File: src/rtl/rcause_pkg.sv
package rcause_pkg;
    localparam int unsigned LVL_W  = 3;
    localparam int unsigned DATA_W = 8;

    typedef enum logic [1:0] {
        MODE_OFF   = 2'd0,
        MODE_RESET = 2'd1,
        MODE_FLAG  = 2'd2
    } mon_mode_e;
endpackage

File: src/rtl/rcause_decode.sv
module rcause_decode
    import rcause_pkg::*;
(
    input  logic [LVL_W-1:0] level,
    output mon_mode_e        mode
);
    always_comb begin
        unique case (level)
            3'd1:                      mode = MODE_RESET;
            3'd2, 3'd3, 3'd4, 3'd5:    mode = MODE_FLAG;
            default:                   mode = MODE_OFF;
        endcase
    end
endmodule

File: src/rtl/rcause_flags.sv
module rcause_flags
    import rcause_pkg::*;
#(
    parameter int unsigned        ADDR_W    = 6,
    parameter logic [ADDR_W-1:0]  FLAG_ADDR = 6'h3B
) (
    input  logic              clk,
    input  logic              por_evt,
    input  logic              ext_evt,
    input  logic              wdt_evt,
    input  logic              wr_en,
    input  logic [ADDR_W-1:0] wr_addr,
    input  logic [DATA_W-1:0] wr_data,
    output logic [2:0]        flags      // {watchdog, external, power-on}
);
    localparam int unsigned NFLAG = 3;

    logic             hit;
    logic [NFLAG-1:0] set_evt;
    logic [NFLAG-1:0] wr_keep;

    assign hit     = wr_en && (wr_addr == FLAG_ADDR);
    assign set_evt = {wdt_evt, ext_evt, 1'b0};
    assign wr_keep = {wr_data[3], wr_data[1], wr_data[0]};

    for (genvar i = 0; i < NFLAG; i++) begin : g_flag
        localparam logic POR_VAL = (i == 0) ? 1'b1 : 1'b0;
        always_ff @(posedge clk) begin
            if (por_evt) begin
                flags[i] <= POR_VAL;
            end else if (set_evt[i]) begin
                flags[i] <= 1'b1;
            end else if (hit && !wr_keep[i]) begin
                flags[i] <= 1'b0;
            end
        end
    end
endmodule

File: src/rtl/rcause_monitor.sv
module rcause_monitor
    import rcause_pkg::*;
#(
    parameter int unsigned        ADDR_W   = 6,
    parameter logic [ADDR_W-1:0]  MON_ADDR = 6'h3A
) (
    input  logic              clk,
    input  logic              por_evt,
    input  logic              trip,
    input  logic              wr_en,
    input  logic [ADDR_W-1:0] wr_addr,
    input  logic [DATA_W-1:0] wr_data,
    output logic [LVL_W-1:0]  level,
    output logic              ie,
    output logic              flag,
    output logic              por_req
);
    localparam int unsigned IE_BIT   = 5;
    localparam int unsigned FLAG_BIT = 6;

    mon_mode_e mode;
    logic      hit;

    rcause_decode u_dec (
        .level (level),
        .mode  (mode)
    );

    assign hit = wr_en && (wr_addr == MON_ADDR);

    always_ff @(posedge clk) begin
        if (por_evt) begin
            level <= '0;
            ie    <= 1'b0;
        end else if (hit) begin
            level <= wr_data[LVL_W-1:0];
            ie    <= wr_data[IE_BIT];
        end
    end

    always_ff @(posedge clk) begin
        if (por_evt) begin
            flag <= 1'b0;
        end else if (trip && (mode == MODE_FLAG)) begin
            flag <= 1'b1;
        end else if (hit && wr_data[FLAG_BIT]) begin
            flag <= 1'b0;
        end
    end

    always_comb begin
        unique case (mode)
            MODE_RESET: por_req = trip;
            MODE_FLAG:  por_req = 1'b0;
            default:    por_req = 1'b0;
        endcase
    end
endmodule

File: src/rtl/rcause_regs.sv
module rcause_regs
    import rcause_pkg::*;
#(
    parameter int unsigned        ADDR_W    = 6,
    parameter logic [ADDR_W-1:0]  FLAG_ADDR = 6'h3B,
    parameter logic [ADDR_W-1:0]  MON_ADDR  = 6'h3A
) (
    input  logic              clk,
    input  logic              por_evt,
    input  logic              ext_evt,
    input  logic              wdt_evt,
    input  logic              vlm_trip,
    input  logic              bus_wr,
    input  logic [ADDR_W-1:0] bus_addr,
    input  logic [7:0]        bus_wdata,
    output logic [7:0]        bus_rdata,
    output logic              por_req,
    output logic              irq
);
    logic [2:0]       flag_vec;
    logic [LVL_W-1:0] mon_level;
    logic             mon_ie;
    logic             mon_flag;

    rcause_flags #(.ADDR_W(ADDR_W), .FLAG_ADDR(FLAG_ADDR)) u_flags (
        .clk     (clk),
        .por_evt (por_evt),
        .ext_evt (ext_evt),
        .wdt_evt (wdt_evt),
        .wr_en   (bus_wr),
        .wr_addr (bus_addr),
        .wr_data (bus_wdata),
        .flags   (flag_vec)
    );

    rcause_monitor #(.ADDR_W(ADDR_W), .MON_ADDR(MON_ADDR)) u_mon (
        .clk     (clk),
        .por_evt (por_evt),
        .trip    (vlm_trip),
        .wr_en   (bus_wr),
        .wr_addr (bus_addr),
        .wr_data (bus_wdata),
        .level   (mon_level),
        .ie      (mon_ie),
        .flag    (mon_flag),
        .por_req (por_req)
    );

    assign irq = mon_flag & mon_ie;

    always_comb begin
        bus_rdata = '0;
        if (bus_addr == FLAG_ADDR) begin
            bus_rdata = {4'b0000, flag_vec[2], 1'b0, flag_vec[1], flag_vec[0]};
        end else if (bus_addr == MON_ADDR) begin
            bus_rdata = {1'b0, mon_flag, mon_ie, 2'b00, mon_level};
        end
    end
endmodule

File: config.mk
export PLATFORM = sky130hd
export DESIGN_NAME = rcause_regs
export DESIGN_NICKNAME = d
export VERILOG_FILES = /design/src/rtl/rcause_pkg.sv /design/src/rtl/rcause_decode.sv /design/src/rtl/rcause_flags.sv /design/src/rtl/rcause_monitor.sv /design/src/rtl/rcause_regs.sv
export SDC_FILE = /design/constraint.sdc
export NUM_CORES = 1
export LEC_CHECK = 0
export ABC_AREA = 1
export CAP_MARGIN = 15
export CORE_MARGIN = 5
export CORE_UTILIZATION = 34
export DETAILED_ROUTE_END_ITERATION = 8
export PLACE_DENSITY = 0.76
export SYNTH_ARGS = -nofsm -noshare
export SYNTH_HDL_FRONTEND = slang
export SYNTH_SLANG_ARGS = --single-unit
File: constraint.sdc
create_clock -name clk -period 1.3 [get_ports clk]
set_clock_uncertainty 0.1 [all_clocks]
set_input_delay 0.26 -clock clk [delete_from_list [all_inputs] [get_ports clk]]
set_output_delay 0.26 -clock clk [all_outputs]
set_load 0.02 [all_outputs]
==> impl_metrics.yaml <==
status:
  violations: "setup timing"
  status: "finished with violations"
flow_run:
  maxCapViolations: 0
power_and_ir_drop:
  power_density_nw_per_um2: 635
  vdd.ir_drop.worst_mv: 0.571
  leakagePower_nw: 0.435
setup_path:
  cp_num_buf_inv: 4
  worst_setup_path_start_kind: "input pin"
  r2r-end: "u_mon.flag"
  timing.critical_path.mode_cell: "nand2_2"
  crit_chain: "buf_6, inv_2, nand2_2, nor2_4, nand2_2, inv_2, nand2_2, o21ai_2, buf_6"
  cpPeakStageDelay_ns: 0.16
  cp.required_ns: 0.94
  cp_top_family: "simple AND/OR/NAND/NOR gates"
  r2r_slack_ns: 0.41
  criticalPathCategory: "in -> out"
  critPathMaxFanout: 5
  cp-end-kind: "primary output"
  r2r_cells: 5
  worstPathArrival_ns: 1.02
  cp_slowest_cell: "nor2_4"
  r2r-start: "u_mon.level[1]"
routing:
  via_count: 604
  drc: 0
  drtPass1Iterations: 4
  wl_mm: 1.56
  routedWlPerCell_um: 11.8
  drt_iter0_drc: 13
  drt-vias-per-instance: 4.54
  ant_nets: 0
cells_and_area:
  n_antenna_cell: 0
  nFillCells: 112
  final_cell_mix: "buf_4 (19), nand2_1 (16), clkdlybuf4s50_1 (10)"
  final_layout_size_suffix_gt1_frac: 0.500
  postLayoutCoreUtil: 0.681
  layout_commonest_cell: "buf_4"
  syn_to_final_growth_pct: 87.3
  nNetsFinal: 140
clock_network:
  numCtsBuffers: 3
  clk_path_buf_depth: 2
  cts_tree: "yes"
  cts_htree_levels: 1
  cts.sinks: 8
  holdBufCountCts: 0
  clk_pin_slew_ns: 0.06
  clock_latency_ns: 0.26
  root_buffer: "clkbuf_4"
worst_hold_path:
  hold_class: "in -> reg"
  holdPathStages: 3
  hold_start: "vlm_trip"
  min_to: "u_mon.flag"
timing:
  report.final.slew_viol_count: 0
  worst_slack_ns: -0.0772
  setup_viol: 6
  finalCritPeriodShare: 1.06
  fmaxAchievable_mhz: 726
  rsz0062_at_grt: "yes"
  fin_crit_ns: 1.38
  fin_setup_tns_ns: -0.331
  hold_viol_final: 0
logic_synthesis:
  synth_cell_types: 17
  synth_cells: 75
  synth_seq_area_share: 0.339
  avgSynthCellArea_um2: 6.31
  ys_warn_count: 0
  yosysTopAreaCellShare: 0.339
  yosys.area.top_type: "dfxtp_1"
  synth_area_um2: 473
  yosys-top-cells-area: "dfxtp_1 (34%), nand2_1 (18%), inv_1 (12%), a21oi_1 (7.4%), nand4_1 (4.0%)"
  synth-seq-cells: 8
global_route:
  grt_overflow: 0
  track_usage: 0.153
  antenna_found_initial: 0
  grt_pass1_vias: 576
  grt_max_degree: 9
  grt_pass1_wl_mm: 2.34
floorplan:
  ioPinCount: 30
  coreArea_um2: 1300
  fp.dieH_um: 47.3
  dieArea_um2: 2240
  start_util: 0.363
  die_x_um: 47.3
  num_rows: 13
placed_design:
  globalplace.congestion: 0.809
  place_ws_ns: -0.913
  io_buffer_count: 25
  dpl.hpwl_mm: 1.04
## cells by family (layout without fill, tap and decap cells)
family          after synthesis  count (layout)  share of synthesized area
simple gates                 39              39                      0.399
buf+inv                      19              61                      0.169
compound gates                8               8                     0.0846
flops                         8               8                      0.339
other cells                   1               2                    0.00793
## timing repair
item                                    4_1_cts  5_1_grt
endpoints found under the setup margin       13        9
pin swaps                                    10        4
gates cloned                                  0        0
resized for setup                            80        6
setup buffers                                 8        1
## worst max-delay path by stage
stage / slack [ns] / to / depth (start not counted) / startpoint
2_1_floorplan: -0.003 / bus_rdata[2] / 5 / bus_addr[2]
3_3_place_gp: -0.89 / bus_rdata[1] / 8 / bus_addr[4]
3_5_place_dp: -0.91 / bus_rdata[1] / 8 / bus_addr[4]
4_1_cts: -0.07 / bus_rdata[1] / 9 / bus_addr[2]
5_1_grt: -0.13 / bus_rdata[0] / 9 / bus_addr[2]
6_report: -0.08 / bus_rdata[1] / 9 / bus_addr[2]
## state kept, by name, summed over array words and instances, names as in the netlist
| register | count |
|---|---|
| u_mon.flag | 1 |
| u_mon.ie | 1 |
| u_flags.flags | 3 |
| u_mon.level | 3 |
## worst min-delay path: cells and delay by family
kind / cells / cell delay [ns]
AO/OA/AOI/OAI: 1 / 0.06
buffers and inverters: 1 / 0.25
AND/OR/NAND/NOR: 1 / 0.08
## through the flow
stage	hold WS [ns]	power, mW	instances	cell area [um^2]
2_1_floorplan	0.294	0.295	76	480
3_3_place_gp	0.334	0.358	121	791
3_5_place_dp	0.337	0.360	121	791
4_1_cts	0.332	0.557	132	872
5_1_grt	0.357	0.585	133	886
6_report	0.324	0.563	133	886
## where the power goes
part	switching, mW	leakage, nW	internal [mW]
registers	0.00307	0.0667	0.251
clock network	0.0918	0.0138	0.106
logic	0.0489	0.354	0.0623
## cells in the mapped netlist
cell type / instances
nand4_1: 3
nand2_2: 2
inv_1: 15
a21oi_1: 7
nor2_4: 1
nand3b_1: 1
conb_1: 1
nand2_1: 23
buf_4: 2
dfxtp_1: 8
nand3_1: 2
buf_1: 1
nand3_4: 1
nor2_1: 5
o21ai_0: 1
nor2_2: 1
clkinv_2: 1
## cell type report
cell class / instances / area, um^2 / area share
Clock buffer: 3 / 22.5 / 0.0254
Inverter: 16 / 61.3 / 0.0692
Multi-Input combinational cell: 49 / 270 / 0.305
Sequential cell: 8 / 164 / 0.185
Tap cell: 15 / 18.8 / 0.0212
Timing Repair Buffer: 42 / 349 / 0.394
## routing by layer
metal | vias to the layer above | wire length (um) | GRT usage
met1 | 267 | 623 | 0.168
met4 | 0 | 36 | 0.0994
met3 | 5 | 123 | 0.0345
li1 | 309 | - | -
met5 | - | 0 | 0
met2 | 23 | 781 | 0.262
Power figures use the tool's default switching activity.
